===== config.mk =====
export PLATFORM = sky130hd
export DESIGN_NAME = agu_circ
export DESIGN_NICKNAME = d
export VERILOG_FILES = /design/src/rtl/agu_pkg.sv /design/src/rtl/agu_arith.sv /design/src/rtl/agu_regfile.sv /design/src/rtl/agu_circ.sv
export SDC_FILE = /design/constraint.sdc
export NUM_CORES = 2
export LEC_CHECK = 0
export BUFFER_PORTS_ARGS = -buffer_cell sky130_fd_sc_hd__buf_2
export CORE_ASPECT_RATIO = 1.2
export CORE_MARGIN = 4
export CORE_UTILIZATION = 45
export CTS_BUF_LIST = sky130_fd_sc_hd__clkbuf_4 sky130_fd_sc_hd__clkbuf_8
export CTS_CLUSTER_DIAMETER = 200
export CTS_CLUSTER_SIZE = 30
export DETAILED_ROUTE_END_ITERATION = 10
export GPL_TIMING_DRIVEN = 0
export SYNTH_ARGS = -nofsm -noshare
export SYNTH_HDL_FRONTEND = slang
export SYNTH_SLANG_ARGS = --single-unit
export TNS_END_PERCENT = 30

===== constraint.sdc =====
create_clock -name clk -period 46.5 [get_ports clk]
set_input_delay 2.325 -clock clk [delete_from_list [all_inputs] [get_ports clk]]
set_output_delay 2.325 -clock clk [all_outputs]
set_load 0.05 [all_outputs]

===== src/rtl/agu_pkg.sv =====
package agu_pkg;

    typedef enum logic [2:0] {
        OP_HOLD = 3'd0,
        OP_INC  = 3'd1,
        OP_DEC  = 3'd2,
        OP_ADDK = 3'd3,
        OP_SUBK = 3'd4
    } agu_op_e;

endpackage


===== src/rtl/agu_arith.sv =====
module agu_arith
    import agu_pkg::*;
#(
    parameter int AW = 16,
    parameter int NP = 8,
    parameter int NB = 2,
    localparam int IW = $clog2(NP)
) (
    input  logic                   clk,
    input  logic                   rst_n,
    input  logic [2:0]             op,
    input  logic [IW-1:0]          sel,
    input  logic [AW-1:0]          imm,
    input  logic [AW-1:0]          cur,
    input  logic [NB-1:0][AW-1:0]  bstart,
    input  logic [NB-1:0][AW-1:0]  bend,
    input  logic [NB-1:0]          ben,
    input  logic [NB-1:0][IW-1:0]  bidx,
    output logic [AW-1:0]          nxt,
    output logic                   upd
);

    logic [AW-1:0] step;
    logic          up;
    logic          hit;
    logic [AW-1:0] s_start;
    logic [AW-1:0] s_end;
    logic          circ;
    logic [AW:0]   len_w;
    logic [AW:0]   div_w;
    logic [AW:0]   step_m;
    logic [AW:0]   off;
    logic [AW:0]   sum;
    logic [AW-1:0] circ_val;
    logic [AW-1:0] lin_val;

    always_comb begin
        upd  = (op == OP_INC) || (op == OP_DEC) || (op == OP_ADDK) || (op == OP_SUBK);
        up   = (op == OP_INC) || (op == OP_ADDK);
        step = ((op == OP_INC) || (op == OP_DEC)) ? AW'(1) : imm;

        // buffer search runs downward so the lowest-numbered buffer wins
        hit     = 1'b0;
        s_start = '0;
        s_end   = '0;
        for (int b = NB - 1; b >= 0; b--) begin
            if (ben[b] && (bidx[b] == sel)) begin
                hit     = 1'b1;
                s_start = bstart[b];
                s_end   = bend[b];
            end
        end

        circ   = hit && (s_end >= s_start) && (cur >= s_start) && (cur <= s_end);
        len_w  = {1'b0, s_end} - {1'b0, s_start} + (AW+1)'(1);
        div_w  = circ ? len_w : (AW+1)'(1);
        step_m = {1'b0, step} % div_w;
        off    = {1'b0, cur - s_start};

        if (up) begin
            sum = off + step_m;
            if (sum >= len_w) begin
                sum = sum - len_w;
            end
        end else if (off >= step_m) begin
            sum = off - step_m;
        end else begin
            sum = off + len_w - step_m;
        end

        circ_val = s_start + sum[AW-1:0];
        lin_val  = up ? (cur + step) : (cur - step);
        nxt      = circ ? circ_val : lin_val;
    end

    AST_CIRC_STAYS_IN: assert property (@(posedge clk) disable iff (!rst_n)
        (upd && circ) |-> ((nxt >= s_start) && (nxt <= s_end)));

    AST_LINEAR_INC: assert property (@(posedge clk) disable iff (!rst_n)
        ((op == OP_INC) && !hit) |-> (nxt == cur + AW'(1)));

endmodule


===== src/rtl/agu_regfile.sv =====
module agu_regfile #(
    parameter int AW = 16,
    parameter int NP = 8,
    parameter int NB = 2,
    parameter int NU = 2,
    localparam int IW  = $clog2(NP),
    localparam int RSW = $clog2(NP + 2*NB + 1)
) (
    input  logic                   clk,
    input  logic                   rst_n,
    input  logic                   wr_en,
    input  logic [RSW-1:0]         wr_sel,
    input  logic [AW-1:0]          wr_data,
    input  logic [NU-1:0]          upd,
    input  logic [NU-1:0][IW-1:0]  upd_sel,
    input  logic [NU-1:0][AW-1:0]  upd_val,
    output logic [NP-1:0][AW-1:0]  ptr,
    output logic [NB-1:0][AW-1:0]  bstart,
    output logic [NB-1:0][AW-1:0]  bend,
    output logic [NB-1:0]          ben,
    output logic [NB-1:0][IW-1:0]  bidx
);

    localparam int CTL_CODE = NP + 2*NB;
    localparam int FW       = IW + 1;

    typedef struct packed {
        logic [NP-1:0][AW-1:0] ptr;
        logic [NB-1:0][AW-1:0] bstart;
        logic [NB-1:0][AW-1:0] bend;
        logic [NB-1:0]         ben;
        logic [NB-1:0][IW-1:0] bidx;
    } rf_t;

    rf_t st_d, st_q;

    always_comb begin
        st_d = st_q;
        // higher units first so unit 0 is applied last and wins
        for (int u = NU - 1; u >= 0; u--) begin
            if (upd[u]) begin
                st_d.ptr[upd_sel[u]] = upd_val[u];
            end
        end
        if (wr_en) begin
            for (int p = 0; p < NP; p++) begin
                if (wr_sel == RSW'(p)) st_d.ptr[p] = wr_data;
            end
            for (int b = 0; b < NB; b++) begin
                if (wr_sel == RSW'(NP + 2*b))     st_d.bstart[b] = wr_data;
                if (wr_sel == RSW'(NP + 2*b + 1)) st_d.bend[b]   = wr_data;
            end
            if (wr_sel == RSW'(CTL_CODE)) begin
                for (int b = 0; b < NB; b++) begin
                    st_d.ben[b]  = wr_data[b*FW];
                    st_d.bidx[b] = wr_data[b*FW+1 +: IW];
                end
            end
        end
    end

    always_ff @(posedge clk or negedge rst_n) begin
        if (!rst_n) st_q <= '0;
        else        st_q <= st_d;
    end

    assign ptr    = st_q.ptr;
    assign bstart = st_q.bstart;
    assign bend   = st_q.bend;
    assign ben    = st_q.ben;
    assign bidx   = st_q.bidx;

    AST_WRITE_WINS: assert property (@(posedge clk) disable iff (!rst_n)
        (wr_en && (wr_sel < RSW'(NP))) |=>
            (st_q.ptr[$past(wr_sel[IW-1:0])] == $past(wr_data)));

    AST_UNIT0_WINS: assert property (@(posedge clk) disable iff (!rst_n)
        (upd[0] && !(wr_en && (wr_sel == RSW'(upd_sel[0])))) |=>
            (st_q.ptr[$past(upd_sel[0])] == $past(upd_val[0])));

    AST_PTR_HOLD: assert property (@(posedge clk) disable iff (!rst_n)
        (!wr_en && (upd == '0)) |=> $stable(st_q.ptr));

endmodule


===== src/rtl/agu_circ.sv =====
module agu_circ #(
    parameter int AW        = 16,
    parameter int NUM_PTR   = 8,
    parameter int NUM_BUF   = 2,
    parameter int NUM_UNITS = 2,
    localparam int IW  = $clog2(NUM_PTR),
    localparam int RSW = $clog2(NUM_PTR + 2*NUM_BUF + 1)
) (
    input  logic                          clk,
    input  logic                          rst_n,
    input  logic [NUM_UNITS-1:0][2:0]     u_op,
    input  logic [NUM_UNITS-1:0][IW-1:0]  u_sel,
    input  logic [NUM_UNITS-1:0][AW-1:0]  u_imm,
    input  logic                          wr_en,
    input  logic [RSW-1:0]                wr_sel,
    input  logic [AW-1:0]                 wr_data,
    output logic [NUM_UNITS-1:0][AW-1:0]  u_addr
);

    logic [NUM_PTR-1:0][AW-1:0]  ptr;
    logic [NUM_BUF-1:0][AW-1:0]  bstart;
    logic [NUM_BUF-1:0][AW-1:0]  bend;
    logic [NUM_BUF-1:0]          ben;
    logic [NUM_BUF-1:0][IW-1:0]  bidx;
    logic [NUM_UNITS-1:0]        upd;
    logic [NUM_UNITS-1:0][AW-1:0] upd_val;

    agu_regfile #(.AW(AW), .NP(NUM_PTR), .NB(NUM_BUF), .NU(NUM_UNITS)) u_rf (
        .clk     (clk),
        .rst_n   (rst_n),
        .wr_en   (wr_en),
        .wr_sel  (wr_sel),
        .wr_data (wr_data),
        .upd     (upd),
        .upd_sel (u_sel),
        .upd_val (upd_val),
        .ptr     (ptr),
        .bstart  (bstart),
        .bend    (bend),
        .ben     (ben),
        .bidx    (bidx)
    );

    for (genvar g = 0; g < NUM_UNITS; g++) begin : g_unit
        assign u_addr[g] = ptr[u_sel[g]];

        agu_arith #(.AW(AW), .NP(NUM_PTR), .NB(NUM_BUF)) u_arith (
            .clk    (clk),
            .rst_n  (rst_n),
            .op     (u_op[g]),
            .sel    (u_sel[g]),
            .imm    (u_imm[g]),
            .cur    (ptr[u_sel[g]]),
            .bstart (bstart),
            .bend   (bend),
            .ben    (ben),
            .bidx   (bidx),
            .nxt    (upd_val[g]),
            .upd    (upd[g])
        );
    end

endmodule


* Yosys cells after proc, flatten, opt, wreduce, memory -nomap -nowiden
Cells that the tools add are included. Widths: inputs -> output; s select.
Operators by class: add/sub/neg operators 22, divide/modulo/power cells 2, magnitude comparators 14, eq/ne operators 24, multiplexer cells 52, reductions and logical operators 26
Operators by type and width (number):
- $mux 16 | 36
- $bwmux 128 | 2
- $mux 128 | 2
- $mux 200 | 1
- $sub 16x16->16 | 10
- $add 16x16->16 | 6
- $bmux 16 s3 | 2
- $demux 16 s3 | 2
- $ge 16x16->1 | 4
- $add 16x17->17 | 2
- $add 17x1->17 const B | 2
- $ge 16x17->1 | 2
- $ge 17x17->1 | 2
- $mod 16x17->17 | 2
- $mux 17 | 2
- $sub 16x16->17 | 2
- $le 16x16->1 | 2
- $eq 4x4->1 const B | 5
- $eq 4x3->1 const B | 4
- $eq 3x2->1 const B | 4
- $eq 3x3->1 | 4
- $logic_and 1x1->1 | 12
- $reduce_and 2->1 | 5
- $eq 4x2->1 const B | 2
- 9 further kinds | 23
Storage, ports and cells: register bits 200, output and inout port bits 32, logic and storage cells 155

* Depth between registers and ports, before layout
depth in word-level cells 22, mapped depth 236

* Cells and area by module
Synthesis repeated with hierarchy kept, for this count alone.
Second synthesis, totals: cells, all modules 5739, area, all modules 45945.3 um^2
Modules (own cells, without submodules):
- agu_arith at g_unit[1].u_arith | instances 1, cells an instance 2322, area an instance 16573.4 um^2, sequential area each 0.0 um^2
- agu_arith at g_unit[0].u_arith | instances 1, cells an instance 2324, area an instance 16455.8 um^2, sequential area each 0.0 um^2
- agu_regfile | instances 1, cells an instance 979, area an instance 10774.1 um^2, sequential area each 5004.8 um^2
- agu_circ | instances 1, cells an instance 114, area an instance 2142.1 um^2, sequential area each 0.0 um^2

* Least setup slack after synthesis
No wires, ideal clock.
path kind input-to-reg, start input port u_sel[0] (netlist bit), end register u_rf.st_q, in the netlist u_rf.ptr[15], library setup time 0.143 ns, data arrival time 47.909 ns, required time 46.357 ns, setup slack -1.553 ns, stages on the path 219, buffers on the path 19, cells stage by stage clkbuf_1 clkbuf_1 nand3b_1 clkbuf_1 o22ai_1 nor4_1 ha_1 or2_2 a21oi_1 a21oi_1 a2111oi_0 and2b_1 nand2_1 buf_2 buf_2 buf_1 nor2_1 ha_1 [183 not listed] o21ai_0 ha_1 a21o_1 a21oi_1 o21bai_1 a21oi_1 o21bai_1 a21oi_1 o21bai_1 a21oi_1 o21bai_1 a21oi_1 o2111ai_1 a21oi_1 xor2_1 nor2_1 mux2i_1 o311ai_1
RTL lines:
- start: declaration | RTL line agu_circ.sv:12 | input logic [NUM_UNITS-1:0][IW-1:0] u_sel,
- end signal: assignment | RTL line agu_regfile.sv:64 | else st_q <= st_d;
- end: declaration | RTL line agu_regfile.sv:35 | rf_t st_d, st_q;

==> summary.md <==
| Metric | Value |
|---|---|
| Critical-path top delay cell | nand2_1 |
| Root Driver | clkbuf_8 |
| Initial core utilization | 0.455 |
| Synthesized instance count | ~5900 |
| Critical Path Max Stage Delay | between 0.8 and 0.9 ns |
| Initial antenna violation count | 8 |
| Setup crit start kind | input pin |
| Yosys reg bits | 200 |
| Global-route wire length before repair | ~280000 microns |
| Pin count of the biggest net entering global routing | just over 100 |
| Crit path kind | in2reg |
| Cell variety after synth | 120 |
| Buf/Inv on CP | 24 |
| Die W | between 200 and 300 microns |
| Failing checks | max-capacitance violations |
| Ys flop type | dfrtp_1 |
| Initial DRC count | between 4000 and 5000 |
| Via count | a little under 50000 |
| Slew HR | 0.00789 |
| Period utilization | 0.968 |
| DR vias/cell | ~6.4 |
| Final Slew Violations | 0 |
| Share of layout cells above drive strength 1 | 0.177 |
| Port Buffers | 92 |
| H-tree levels | 4 |
| Total die area | just over 100000 sq um |
| Largest area contributor in the synthesized netlist | ha_1 |
| Asr flop ratio synth | 1.00 |
| Clk slew on worst S/H paths | around 0.12 ns |
| Finish-stage setup viols | 0 |
| Element type at the critical path end | flop |
| Layout area overhead | 16.9% |
| Crit path max-delay family | compound AO/OA/AOI/OAI gates |
| Cell Area, Placed | approximately 46000 sq um |
| MaxCap Viol Count | 2 |
| Leading cell type in the layout, fill and taps excluded | nor2_1 |
| WP data required | 46.92 ns |
| 1st-pass router iterations | 9 |
| Syn Area/Cell | between 7 and 8 sq um |
| Sink Count | 200 |
| Overall fraction of global-route tracks in use | 0.353 |
| Routability-driven placement congestion ratio | between 1 and 1.5 |
| Num rows | approximately 130 |
| Routed WL | around 190000 microns |
| HP Class | reg2reg |
| Post-DR wirelength/cell | ~25 microns |
| Final instance area | 51500 sq um |
| Status | complete, but fails checks |
| Synthesis Warnings | 0 |
| Io pins | 99 |
| Clock tree buffer depth | 2 |
| Total gr overflow | 0 |
| Num CTS Buffers | 17 |
| Final Hold Viols | 0 |
| Post-synth top area share | 0.179 |
| Clk_lat worst skew | a little under 0.6 ns |
| Max Clk Rate | 0.0222 GHz |
| Core ar. | a little under 100000 sq um |
| Area contributors post-synth | ha_1 (18%), dfrtp_1 (11%), a21oi_1 (7.6%) |
| Number of synthesized flops with an enable pin | 0 |
| DP Wirelength | 148000 microns |
| Clock Skew | around 0.026 ns |
| CTS tree | yes |
| Detail Route Antenna Nets | 0 |
| DRC | 0 |
| WP data arrival | about 45 ns |
| Most frequent cells in the layout | nor2_1 (640), ha_1 (612), a21oi_1 (597) |
| Sequential share of the synthesized area | 0.114 |
| CP max FO | 15 |
| Final Critical Period | approximately 45 ns |
| Overall die height | ~350 microns |
| Mapped Area | 44100 sq um |
| Least-Margin Pin Slew | 1.48 ns |
| Number of global-route vias before repair | 45100 |
| Layout net count | 7018 |
## synthesized netlist by cell type (14+ instances only)
cell	count
a22oi_1	51
nor3_1	173
a22o_1	39
a21boi_0	17
nand2b_1	70
mux2i_1	63
o21bai_1	104
dfrtp_1	200
nand3b_1	17
buf_1	16
ha_1	629
a211oi_1	119
o21a_1	122
and3_1	23
buf_2	14
nand2_1	423
inv_1	426
clkbuf_1	199
fa_1	59
nand3_1	93
nand4_1	71
mux4_2	20
or3_1	50
xor2_1	99
o21ai_0	242
o21ai_1	37
nor2_1	661
o221ai_1	19
xnor2_1	292
a21oi_1	667
o22ai_1	59
or2_2	35
and2_1	40
o31ai_1	43
o31a_1	17
a31oi_1	42
mux2_2	156
o211ai_1	42
nor2b_1	69
a2111oi_0	15
a21o_1	119
nor4_1	34
## flip-flops by register name (all words and copies together) (netlist names)
register     flops
u_rf.ptr       128
u_rf.bend       32
u_rf.bstart     32
u_rf.bidx        6
u_rf.ben         2
## what timing repair did
item	in CTS	in global routing
cloned	1	2
hold buffers	0	0
pin swaps	69	120
resized for setup	423	362
buffers inserted	97	114
setup endpoints to repair	128	128
## worst paths after layout
check                              startpoint            end  slack (ns)  depth (start not counted)
worst min register to register  u_rf.bend[17]  u_rf.bend[17]        0.55                          1
max in group asynchronous               rst_n   u_rf.ptr[74]       43.67                          2
worst max register to register   u_rf.bidx[2]   u_rf.ptr[15]        3.03                        212
worst min-delay path            u_rf.bend[17]  u_rf.bend[17]        0.55                          1
min in group asynchronous               rst_n   u_rf.ptr[46]        1.76                          1
worst max-delay path                 u_sel[2]   u_rf.ptr[15]        1.50                        213
## cell type report
class                      count  area (sq um)
fill                        9505         45400
multi-input combinational   5080         39100
sequential                   200          5000
timing repair buffer         313          2320
inverter                     430          1630
tap                         1270          1590
buffer                       221          1480
clock buffer                  18           248
clock inverter                13           135
antenna                        6          15.0
## through the flow
step / worst slack, ns / std cells / setup TNS (ns) / hold slack [ns] / util
floorplan: -0.000245 / 5940 / -0.000245 / 0.503 / -
global placement: -12.09 / 7302 / -1389.83 / 0.516 / 0.478
detailed placement: -12.01 / 7309 / -1390.27 / 0.521 / 0.479
CTS: 0.00473 / 7431 / 0 / 0.547 / 0.507
global route: -0.370 / 7547 / -8.36 / 0.556 / 0.531
finish: 1.50 / 7551 / 0 / 0.550 / 0.532
## cells by family (layout without fill, tap and decap cells)
group	after synthesis	after routing	share of synthesized area
buffers and inverters	662	995	0.0573
DFF	200	200	0.114
xor gates and xnor gates	394	395	0.0788
other	1	8	0.0000851
AOI/OAI and AO/OA	1921	1921	0.284
muxes	244	244	0.0661
and+or+nand+nor	1828	1829	0.194
adders and majority gates	689	689	0.206
## per-layer routing
metal	global-route usage	up-vias	wire length (microns)
li1	-	22300	-
met1	0.430	22900	74700
met2	0.580	2301	85600
met3	0.0620	700	16300
met4	0.221	0	15500
met5	0.000469	-	0
Power is left out: the tool's default activity adds up to more than one toggle a clock period on the data nets, which glitch-free logic cannot reach.
